--- src/rtl/tcomp_sequencer.sv ---
module tcomp_sequencer #(
  parameter int TEMP_W    = 10,
  parameter int OFS_W     = 8,
  parameter int LOAD_W    = 10,
  parameter int LOAD_INIT = 512,
  parameter int CONV_CYC  = 2500000
) (
  input  logic              clk,
  input  logic              rst_n,
  output logic              conv_start,
  input  logic              smp_valid,
  input  logic [TEMP_W-1:0] smp_data,
  output logic              lut_req,
  output logic [TEMP_W-1:0] lut_temp,
  input  logic              lut_ack,
  input  logic [LOAD_W-1:0] lut_code,
  input  logic              ofs_wr_en,
  input  logic [OFS_W-1:0]  ofs_wr_data,
  output logic [OFS_W-1:0]  ofs_rd,
  output logic [15:0]       temp_rd,
  output logic [LOAD_W-1:0] load_code
);
  localparam int PAD   = 16 - TEMP_W;
  localparam int SUM_W = LOAD_W + 2;
  localparam int CNT_W = $clog2(CONV_CYC);

  logic [TEMP_W-1:0] temp_q, addr_q;
  logic [OFS_W-1:0]  ofs_q, snap_q;
  logic [LOAD_W-1:0] load_q;
  logic              busy_q;
  logic [CNT_W-1:0]  cnt_q;
  logic [SUM_W-1:0]  sum;
  logic [LOAD_W-1:0] sat;
  logic              done;

  assign done = busy_q & lut_ack;
  assign sum  = {2'b00, lut_code} + {{(SUM_W-OFS_W){snap_q[OFS_W-1]}}, snap_q};
  assign sat  = sum[SUM_W-1] ? '0 : (sum[LOAD_W] ? '1 : sum[LOAD_W-1:0]);

  always_ff @(posedge clk) begin
    if (!rst_n) begin
      temp_q <= '0;
      addr_q <= '0;
      ofs_q  <= '0;
      snap_q <= '0;
      load_q <= LOAD_W'(LOAD_INIT);
      busy_q <= 1'b0;
    end else begin
      if (ofs_wr_en) ofs_q <= ofs_wr_data;
      if (smp_valid) temp_q <= smp_data;
      if (smp_valid && !busy_q) begin
        addr_q <= smp_data;
        snap_q <= ofs_q;
        busy_q <= 1'b1;
      end else if (done) begin
        load_q <= sat;
        busy_q <= 1'b0;
      end
    end
  end

  always_ff @(posedge clk) begin
    if (!rst_n || cnt_q == CNT_W'(CONV_CYC - 1)) cnt_q <= '0;
    else                                       cnt_q <= cnt_q + 1'b1;
  end

  assign conv_start = rst_n && (cnt_q == CNT_W'(CONV_CYC - 1));
  assign lut_req    = busy_q;
  assign lut_temp   = addr_q;
  assign ofs_rd     = ofs_q;
  assign temp_rd    = {temp_q, {PAD{1'b0}}};
  assign load_code  = load_q;

  assert_req_held_R4: assert property (@(posedge clk) disable iff (!rst_n)
    (lut_req && !lut_ack) |=> (lut_req && $stable(lut_temp)));
  assert_load_only_on_ack_R5: assert property (@(posedge clk) disable iff (!rst_n)
    !(lut_req && lut_ack) |=> $stable(load_code));
  assert_temp_only_on_sample_R3: assert property (@(posedge clk) disable iff (!rst_n)
    !smp_valid |=> $stable(temp_rd));
  assert_ofs_only_on_write_R6: assert property (@(posedge clk) disable iff (!rst_n)
    !ofs_wr_en |=> $stable(ofs_rd));
  assert_start_single_R9: assert property (@(posedge clk) disable iff (!rst_n)
    conv_start |=> !conv_start);
endmodule

--- config.mk ---
export PLATFORM = sky130hd
export DESIGN_NAME = tcomp_sequencer
export DESIGN_NICKNAME = d
export VERILOG_FILES = /design/src/rtl/tcomp_sequencer.sv
export SDC_FILE = /design/constraint.sdc
export NUM_CORES = 1
export LEC_CHECK = 0
export BUFFER_PORTS_ARGS = -buffer_cell sky130_fd_sc_hd__buf_2
export CAP_MARGIN = 20
export CORE_ASPECT_RATIO = 0.5
export CORE_MARGIN = 2
export CORE_UTILIZATION = 35
export DETAILED_ROUTE_END_ITERATION = 8
export PLACE_DENSITY = 0.61
export SLEW_MARGIN = 20
export SYNTH_ARGS = -nofsm -noshare
export SYNTH_HDL_FRONTEND = slang
export SYNTH_SLANG_ARGS = --single-unit
--- constraint.sdc ---
create_clock -name clk -period 2.8 [get_ports clk]
set_input_delay 0.28 -clock clk [delete_from_list [all_inputs] [get_ports clk]]
set_output_delay 0.28 -clock clk [all_outputs]
set_load 0.03 [all_outputs]
* After elaboration in Yosys (flattened, before gate mapping)
Cells that the tools add are included.
Storage, ports and cells: logic and storage cells 23, ROM bits 0, bits in latches 0, register bits after elaboration 69, memories kept 0, output and inout port bits 46, memory bits (writable) 0, input bits 33
Cells by class: reductions and logical operators 7, order comparisons 0, bitwise gates (word level) 2, equal/unequal tests 1, add/sub/neg operators 2, shift-type cells 0, divide/modulo/power cells 0, multipliers 0, multiplexer cells 4
Operator list (number):
- 22-bit by 1-bit adder with 22-bit output, second input constant | 1
- 22-bit == test, second input constant | 1
- 10-bit two-way mux | 2
- 11-bit by 8-bit adder with 12-bit output | 1
- 1-bit logical AND | 2
- 1-bit zero test | 2
- 1-bit two-way mux | 2
- 2-bit AND reduction | 1
- 2-bit nonzero test | 1
- 1-bit bitwise AND | 1
- 1-bit logical OR | 1
- 1-bit inverter | 1

* Logic depth before layout (Yosys ltp)
Gate-level depths: netlist of the first run.
depth in word-level cells 4, depth in mapped cells 8, mapped depth without buffers 8

* Worst setup path after synthesis of the first run
No wires, ideal clock.
path kind reg2reg, start point register snap_q[0], end point register load_q[9] (netlist: load_code[9]), path buffers 0, cell stages (with the launch flop) 9, path slack 0.608 ns, data required time 2.669 ns, arrival time 2.062 ns, setup time 0.131 ns, period minus slack after synthesis 2.192 ns, cells stage by stage dfxtp_1 -> ha_1 -> fa_1 -> a21o_1 -> a221oi_2 -> o211a_1 -> nor3_4 -> o32ai_1 -> nand3_1
On the way: word-level cells in the longest chain between the ends 3
Ends and longest elaborated chain:
- start: declaration | RTL line 28 | logic [OFS_W-1:0] ofs_q, snap_q;
- start signal: assignment | RTL line 53 | snap_q <= ofs_q;
- 11-bit by 8-bit adder with 12-bit output * | RTL line 37 | assign sum = {2'b00, lut_code} + {{(SUM_W-OFS_W){snap_q[OFS_W-1]}}, snap_q};
- 10-bit two-way mux | RTL line 38 | assign sat = sum[SUM_W-1] ? '0 : (sum[LOAD_W] ? '1 : sum[LOAD_W-1:0]);
- 10-bit two-way mux * | RTL line 38
- end signal: assignment | RTL line 46 | load_q <= LOAD_W'(LOAD_INIT);
- end signal: assignment | RTL line 56 | load_q <= sat;
- end: declaration | RTL line 29 | logic [LOAD_W-1:0] load_q;
Every way passes the cells marked *; elsewhere a longest branch is shown, timed or not. A chain may end at the register's enable or synchronous reset.

* Final worst setup path of the first run
Same ends and word-level chain as after synthesis.

==> flow_summary.ini, run 1 <==
[pwr]
p_total_mw = 2.369
clock_power_share = 0.429
seq_power_share = 0.442
powerDensity_nw_per_um2 = 600.2
p_leak_nw = 1.754
switching_share = 0.2595
intPower_mw = 1.755
switchingPower_mw = 0.6148
ir_drop_uv = 280.3
comb_power_share = 0.129

[drt]
vias_per_cell = 4.621
ant_nets = 0
dr.pass1.iters = 4
vias = 2560
totalWireLength_mm = 6.846
wire_per_inst_microns = 12.36
drt_iter0_markers = 102
drc_errors = 0

[worst_setup_path]
reg2reg_from = snap_q[0]
crit_path_max_fanout = 10
startpoint = snap_q[0]
cp-start-kind = register
endpoint_kind = register
critPathKind = reg2reg
r2r_cells = 8
crit_arrival_ps = 2560
crit_required_ps = 3000

[timing]
slew_violations = 0
tns_ps = 0
worst_slew_pin_slew_ps = 708.5
timing.fmax_mhz = 423.3
fin_crit_sh = 0.8437
period_minus_slack_ps = 2362
hold_viol_final = 0
whs_ps = 206.9
finalSetupViolCount = 0
fin_skew_ps = 3.197
slew_headroom = 0.5277
rsz0062_at_grt = no

[floorplan]
die_area_sq_um = 10050
die_w_microns = 139.8
initial_core_util = 0.3655
fp-row-count = 24
core_sq_um = 8828
io_pins = 79
fp.dieH_microns = 71.90

[global_routing]
grt_max_degree = 24
antenna_found_initial = 0
grt_pass1_vias = 2489
grt.total_usage = 0.1454
grt_pass1_wl_mm = 11.53
globalRouteOverflowTotal = 0

[cts]
htreeDepth = 3
cts_buffers = 9
cts_root_buf = clkbuf_16
clock_sinks = 69
clock_path_buffers = 2
cts_setup_buffers = 0
ctsResizeCount = 0
cts_tree = done
clk_latency_ps = 330
holdBufCountCts = 0
clk_pin_slew_ps = 50

[job]
cap_violations = 0

[synthesis]
yosys_warnings = 0
synth.avg_cell_area_sq_um = 8.963
synthFlopType = dfxtp_1
yosysSeqAreaShare = 0.4281
ys_ff_latch = 69
synth_edf_count = 0
syn-cell-area_sq_um = 3227
synthArstFlopShare = 0
ys_types = 50
synthCells = 360

[min_path]
hold_start = smp_data[0]
hold_class = in2reg
holdPathStages = 3

[placed_design]
finalWeightedCongestion = 0.7971
portBuffers = 72
dpl.hpwl_mm = 5.025
place_area_sq_um = 3686

[final_layout]
layout_common_cells = buf_2 (72), dfxtp_1 (69), nand2_1 (53), nor2_1 (36)
fin_nets = 479
area_growth_pct = 22.33
diodes = 0
fin_util = 0.4471
multiInputGateArea_sq_um = 1753
design_area_sq_um = 3948
register_area_sq_um = 1381
layout_commonest_cell = buf_2
drive_above_1_share = 0.2220
nFillCells = 932

[outcome]
status = finished clean
[metrics by stage]
step | std cells | worst slack [ps]
2_1_floorplan | 365 | 607.9
3_3_place_gp | 539 | 403.2
3_5_place_dp | 539 | 336.2
4_1_cts | 554 | 416.9
5_1_grt | 554 | 315.0
6_report | 554 | 437.7
[cell type report]
cell class,instances,share of cell area
Sequential cell,69,0.3499
Tap cell,117,0.03708
Multi-Input combinational cell,273,0.4441
Clock inverter,1,0.001902
Clock buffer,14,0.06434
Inverter,4,0.003803
Timing Repair Buffer,76,0.09889
[flip-flops by register name (all words and copies together) (netlist names)]
| signal | cells |
|---|---|
| snap_q | 8 |
| lut_temp | 10 |
| ofs_rd | 8 |
| temp_q | 10 |
| lut_req | 1 |
| cnt_q | 22 |
| load_code | 10 |
[critical path: stages (launching register included)]
cell      delay (ps)
dfxtp_1          310
ha_1             220
fa_1             400
a21o_1           240
a221oi_2         330
o211a_1          250
nor3_4            80
o32ai_1          290
nand3_1          110
[layer usage]
metal  up-vias  track usage  part of all wire  routed length, microns
met2        31       0.2455              0.47                    3221
met3        11      0.04752             0.032                     221
met1      1157       0.1714              0.48                    3260
li1       1361            -                 -                       -
met4         0      0.06889             0.021                     142
met5         -            0                 0                       0
[power groups by stage]
stage          logic (mW)  clock network (mW)  registers [mW]
4_1_cts             0.311                1.05            1.05
5_1_grt             0.339                1.09            1.05
2_1_floorplan       0.159                   0            1.13
3_3_place_gp        0.308                   0            1.07
3_5_place_dp        0.309                   0            1.07
6_report            0.306                1.02            1.05
[kinds of logic (layout without fill, tap and decap cells)]
logic type | count (synthesis) | in the layout | synth area share
muxes | 18 | 18 | 0.05583
buffers and inverters | 23 | 95 | 0.03451
xor gates and xnor gates | 27 | 27 | 0.07329
adders and majority gates | 13 | 13 | 0.05273
and+or+nand+nor | 152 | 152 | 0.2295
DFF | 69 | 69 | 0.4281
AOI/OAI and AO/OA | 57 | 57 | 0.1249
other | 1 | 6 | 0.001162
[path summary, 6_finish.rpt]
kind                  end  slack, ps
max          load_code[9]        440
min           lut_temp[0]        210
max reg2reg  load_code[9]        440
min reg2reg  load_code[1]        440
[Yosys cell counts, types with 4 or more instances]
cell type   n  area, sq um
a21boi_0   19        142.6
a21o_1      5        37.54
a21oi_1     7        35.03
and2_1      4        25.02
buf_4       6        45.04
clkbuf_1    9        33.78
dfxtp_1    69         1381
ha_1       12        150.1
inv_1       4        15.01
mux2i_1    18        180.2
nand2_1    53        198.9
nand3_1    14        70.07
nand4_1     4        25.02
nor2_1     36        135.1
nor2b_1    19        118.9
nor4_1      4        25.02
o21ai_1    10        50.05
xnor2_1    13        113.9
xor2_1     14        122.6
(Power assumes the default switching activity.)
==> inputs of run 2 (changes only) <==
--- a/config.mk
+++ b/config.mk
@@ -5,13 +5,14 @@
 export SDC_FILE = /design/constraint.sdc
 export NUM_CORES = 1
 export LEC_CHECK = 0
+export ABC_AREA = 1
 export BUFFER_PORTS_ARGS = -buffer_cell sky130_fd_sc_hd__buf_2
 export CAP_MARGIN = 20
 export CORE_ASPECT_RATIO = 0.5
 export CORE_MARGIN = 2
 export CORE_UTILIZATION = 35
 export DETAILED_ROUTE_END_ITERATION = 8
-export PLACE_DENSITY = 0.61
+export PLACE_DENSITY = 0.63
 export SLEW_MARGIN = 20
 export SYNTH_ARGS = -nofsm -noshare
 export SYNTH_HDL_FRONTEND = slang
==> constraint.sdc (replaced) <==
create_clock -name clk -period 2.15 [get_ports clk]
set_input_delay 0.215 -clock clk [delete_from_list [all_inputs] [get_ports clk]]
set_output_delay 0.215 -clock clk [all_outputs]
set_load 0.03 [all_outputs]
==> run 2 against run 1 <==
Net effect: synthesized area up 8.8%; global-route usage rose by 1.1 points; sequential power increased by 32%; first-iteration DRC count up 8.8%; register-to-register slack worse by 70 ps; largest cell class unchanged; design area up 8.4%; critical endpoint is now conv_start; non-clock buffer count is 3 higher; largest power group unchanged; setup slack worse by 240 ps; core utilization decreased by 0.17 points; critical path depth stayed put; combinational power rose by 85%; clock-buffer cell count down 1; critical path type is now reg2out.
==> flow_summary.ini, run 2 <==
[worst_setup_path]
endpoint_kind = output port
r2r_cells = 11
r2r_setup_slack_ps = 370
critPathKind = reg2out
crit_path_max_fanout = 4
r2r-end = load_code[9]
crit_arrival_ps = 1740
cp-start-kind = register
crit_required_ps = 1930
reg2reg_from = snap_q[7]

[min_path]
hold_path_end = ofs_rd[1]
hold_start = ofs_wr_data[1]
hold_class = in2reg
holdPathStages = 3

[cts]
clock_sinks = 69
clock_path_buffers = 2
cts_tree = done
cts_root_buf = clkbuf_16
htreeDepth = 3
clk_latency_ps = 320
holdBufCountCts = 0
cts_buffers = 9
clk_pin_slew_ps = 50

[placed_design]
pre_cts_slack_ps = 374.9
portBuffers = 72
finalWeightedCongestion = 0.8928
dpl.hpwl_mm = 6.398

[global_routing]
met3_usage = 0.03879
grt.total_usage = 0.1565
grt_max_degree = 39
grt_use_met1 = 0.1979
grt_busiest_layer = met2
grt_pass1_vias = 3029
globalRouteOverflowTotal = 0
antenna_found_initial = 0
grt_pass1_wl_mm = 13.78
grt_util_met2 = 0.2744

[drt]
vias = 3280
dr.pass1.iters = 4
totalWireLength_mm = 8.268
ant_nets = 0
drt_iter0_markers = 111
vias_per_cell = 4.613
drc_errors = 0
wire_per_inst_microns = 11.63

[synthesis]
yosysMostFrequentCell = nand2_1
synth_edf_count = 0
syn-cell-area_sq_um = 3511
ys_ff_latch = 69
synthCells = 494
synth_top_cells_by_count = nand2_1 (114), nor2_1 (80), dfxtp_1 (69)
yosysTopAreaCellShare = 0.3934
yosys_warnings = 0
ys_types = 37
yosysSeqAreaShare = 0.3934
netlist_top_cells_area = dfxtp_1 (39%), nand2_1 (12%), nor2_1 (8.6%)
synth.avg_cell_area_sq_um = 7.107
synthArstFlopShare = 0
synth.largest_area_cell = dfxtp_1
synthFlopType = dfxtp_1

[pwr]
seq_power_share = 0.429
p_leak_nw = 2.003
switching_share = 0.2805
intPower_mw = 2.335
clock_power_share = 0.397
powerDensity_nw_per_um2 = 758.7
comb_power_share = 0.174
ir_drop_uv = 344.4
p_total_mw = 3.245
switchingPower_mw = 0.9104

[final_layout]
largest_reg_flops = 22
fin_nets = 618
area_growth_pct = 21.85
drive_above_1_share = 0.2066
layout_common_cells = nand2_1 (114), nor2_1 (80), buf_2 (71), dfxtp_1 (69), inv_1 (40)
diodes = 0
top_register = cnt_q
layout_commonest_cell = nand2_1

[timing]
slew_violations = 0
hold_viol_final = 0
fin_skew_ps = 4.689
slew_headroom = 0.5517
timing.fmax_mhz = 512.3
fin_crit_sh = 0.9080
tns_ps = 0
layout_setup_ws_ps = 197.8
period_minus_slack_ps = 1952
finalSetupViolCount = 0
rsz0062_at_grt = no
worst_slew_pin_slew_ps = 669.9

[floorplan]
die_area_sq_um = 10900
fp.dieH_microns = 74.82
initial_core_util = 0.3656
fp-row-count = 25
core_sq_um = 9603
die_w_microns = 145.6
io_pins = 79

[job]
cap_violations = 0

[outcome]
status = finished clean
-- run 2: changes by cell type after synthesis, moves of 7 or more --
| cell | delta |
|---|---|
| nand3_1 | +18 |
| nor2b_1 | -19 |
| nand2_1 | +61 |
| nor3_1 | +7 |
| o21ai_0 | +28 |
| nor2_1 | +44 |
| mux2i_1 | -18 |
| xnor2_1 | -12 |
| a21boi_0 | -19 |
| xor2_1 | -8 |
| a21oi_1 | +17 |
| inv_1 | +36 |
| o21ai_1 | -10 |
-- run 2: worst max-delay path by stage --
stage | from | depth (start not counted) | to
after global routing | cnt_q[0] | 8 | conv_start
after CTS | cnt_q[0] | 8 | conv_start
final | cnt_q[0] | 8 | conv_start
after global placement | lut_code[0] | 11 | load_code[6]
after detailed placement | lut_code[0] | 10 | load_code[4]
after floorplan | snap_q[0] | 10 | load_code[8]
-- run 2: critical path, cell delays in order, from the launching register on --
cell and delay, ps:
dfxtp_1 390, ha_1 190, nand2_1 70, inv_2 60, nand2_2 80, nor3_1 180
nand3_1 130, nor2_1 120, clkbuf_4 200
-- run 2: layout make-up --
class / count / area (sq um)
Clock buffer: 13 / 250.2
Clock inverter: 2 / 10.01
Fill cell: 1031 / 5325
Inverter: 45 / 168.9
Multi-Input combinational cell: 368 / 1883
Sequential cell: 69 / 1381
Tap cell: 135 / 168.9
Timing Repair Buffer: 79 / 415.4
-- run 2: kinds of logic after synthesis --
family,share of synthesized area
other,0.001068
buffers and inverters,0.07555
AND/OR/NAND/NOR,0.3756
flip-flops,0.3934
XOR/XNOR,0.01746
adder cells (fa/ha/maj),0.04847
AO/OA/AOI/OAI,0.08839
-- run 2: metal layers --
layer  vias up  share of wire
met1      1478           0.49
met2        45           0.47
met3         8          0.030
met5         -              0
met4         0          0.011
li1       1749              -
-- run 2: through the flow --
stage | hold slack (ps) | std cells | utilization | cell area, sq um
6_report | 117.9 | 711 | 0.4455 | 4278
5_1_grt | 121.3 | 711 | 0.4455 | 4278
4_1_cts | 105.0 | 710 | 0.4444 | 4268
3_5_place_dp | 440.5 | 695 | 0.4173 | 4008
3_3_place_gp | 437.3 | 695 | 0.4173 | 4008
2_1_floorplan | 349.9 | 499 | - | 3530
-- run 2: power by group through the flow --
stage	clock (mW)	sequential (mW)	combinational, mW
finish	1.29	1.39	0.565
global route	1.39	1.40	0.628
CTS	1.33	1.39	0.567
detailed placement	0	1.42	0.564
global placement	0	1.42	0.563
floorplan	0	1.51	0.310
-- run 2: what timing repair did --
item / CTS / global route
setup endpoints to repair: 0 / 1
resized for setup: 0 / 1
hold endpoints to repair: 0 / 0
buffers inserted: 0 / 1
==> inputs of run 3 (changes only) <==
--- a/config.mk
+++ b/config.mk
@@ -13,6 +13,7 @@
 export CORE_UTILIZATION = 35
 export DETAILED_ROUTE_END_ITERATION = 8
 export PLACE_DENSITY = 0.63
+export REMOVE_ABC_BUFFERS = 1
 export SLEW_MARGIN = 20
 export SYNTH_ARGS = -nofsm -noshare
 export SYNTH_HDL_FRONTEND = slang
==> run 3 against run 2 <==
Net effect: cell count rose by 0.14%; clock power is 7% higher; setup slack improved by 39 ps; maximum frequency increased by 2.0%; design area grew 0.47%; core utilization grew 0.21 points; critical path type unchanged; largest cell class unchanged; largest power group unchanged; highest routed layer unchanged.
==> flow_summary.ini, run 3 (synthesized netlist as in run 2, its figures left out) <==
[drt]
totalWireLength_mm = 8.290
drc_errors = 0
route.top_layer_used = met4
vias_per_cell = 4.618
wl_met2_mm = 3.741
wirelength_met1_mm = 4.175
ant_nets = 0
dr_wl_met3_microns = 275
dr.pass1.iters = 4
wire_per_inst_microns = 11.64
drt_iter0_markers = 148
vias = 3288

[floorplan]
die_w_microns = 145.6
die_area_sq_um = 10900
fp.dieH_microns = 74.82
fp-row-count = 25
initial_core_util = 0.3656
io_pins = 79
core_sq_um = 9603

[worst_setup_path]
crit_arrival_ps = 1700
path_cells = ha_1, nand2_1, inv_2, nand2_2, nor3_1, nand3_1, nor2_1, clkbuf_4
critPathMaxStageDelay_ps = 350
critPathKind = reg2out
cpMaxStageDelayCell = dfxtp_1
crit_path_max_fanout = 4
cp-start-kind = register
endpoint_kind = output port
crit_required_ps = 1930

[cts]
cts_buffers = 9
clock_path_buffers = 2
cts_tree = done
clock_sinks = 69
cts_root_buf = clkbuf_16
clk_pin_slew_ps = 50
htreeDepth = 3
clk_latency_ps = 330

[placed_design]
portBuffers = 72
dpl.hpwl_mm = 6.279
pre_cts_slack_ps = 302.0
place_area_sq_um = 4008
finalWeightedCongestion = 0.8355

[final_layout]
layout_commonest_cell = nand2_1
fin_nets = 618
register_area_sq_um = 1383
design_area_sq_um = 4298
area_growth_pct = 22.42
top_register = cnt_q
diodes = 0
drive_above_1_share = 0.2132
largest_reg_flops = 22
nFillCells = 995
layout_common_cells = nand2_1 (114), nor2_1 (80), buf_2 (71), dfxtp_1 (68), inv_1 (40)
multiInputGateArea_sq_um = 1883

[global_routing]
antenna_found_initial = 0
globalRouteOverflowTotal = 0
grt_pass1_wl_mm = 13.93
grt_pass1_vias = 3014
grt_max_degree = 24
grt.total_usage = 0.1616

[timing]
tns_ps = 0
fin_skew_ps = 4.730
timing.fmax_mhz = 522.7
fin_crit_sh = 0.8899
layout_setup_ws_ps = 236.8
rsz0062_at_grt = no
slew_headroom = 0.5747
finalSetupViolCount = 0
period_minus_slack_ps = 1913
slew_violations = 0
worst_slew_pin_slew_ps = 635.6
whs_ps = 107.0
hold_viol_final = 0

[pwr]
intPower_mw = 2.369
p_leak_nw = 2.011
switching_share = 0.2876
powerDensity_nw_per_um2 = 773.9
ir_drop_uv = 380.5
seq_power_share = 0.418
clock_power_share = 0.413
comb_power_share = 0.169
switchingPower_mw = 0.9565

[min_path]
hold_class = in2reg

[outcome]
status = finished clean

[job]
cap_violations = 0
run 3: cell types whose count changed in the layout (fill, tap and decap cells not counted):
cell        before  now
clkinv_2         2    3
clkbuf_8         1    2
dfxtp_2          0    1
clkbuf_1         3    1
dfxtp_1         69   68
clkinvlp_4       0    1
run 3: area by class of cell:
cell class	instances	share of cell area
well taps	135	0.03930
inverters	45	0.03930
flip-flops and latches	69	0.3217
multi-input cells	368	0.4381
repair buffers	79	0.09665
clock buffers	12	0.05968
clock inverters	4	0.005240
run 3: critical path: cells and delay by family, from the launching register on:
family	cells	cell delay [ps]
DFF	1	350
and+or+nand+nor	5	580
buffers and inverters	2	260
adders and majority gates	1	180
run 3: path summary, 6_finish.rpt:
check,from,endpoint,slack (ps),cells past startpoint
worst max register to register,snap_q[7],load_code[4],310,9
worst min register to register,cnt_q[0],cnt_q[0],440,1
worst min-delay path,ofs_wr_data[4],ofs_rd[4],110,3
worst max-delay path,cnt_q[1],conv_start,240,8
run 3: repair_timing:
action | 4_1_cts | 5_1_grt
hold endpoints to repair | 0 | 0
resized for setup | 0 | 2
endpoints found under the setup margin | 0 | 1
hold buffers | 0 | 0
buffers inserted | 0 | 1
run 3: stage by stage:
step                power (mW)  cells  utilization
floorplan                1.795    482            -
finish                   3.326    712       0.4476
CTS                      3.365    711       0.4464
global placement         1.974    695       0.4173
detailed placement       1.976    695       0.4173
global route             3.509    712       0.4476
run 3: metal layers:
layer	global-route usage	vias to the layer above
met5	0	-
met4	0.06318	0
met3	0.05152	11
met2	0.2686	43
met1	0.2013	1481
li1	-	1753
run 3: power by group through the flow:
stage               clock network (mW)  registers [mW]  logic, mW
finish                            1.38            1.39      0.562
global route                      1.49            1.40      0.627
CTS                               1.41            1.39      0.564
detailed placement                   0            1.41      0.561
global placement                     0            1.41      0.560
floorplan                            0            1.51      0.287
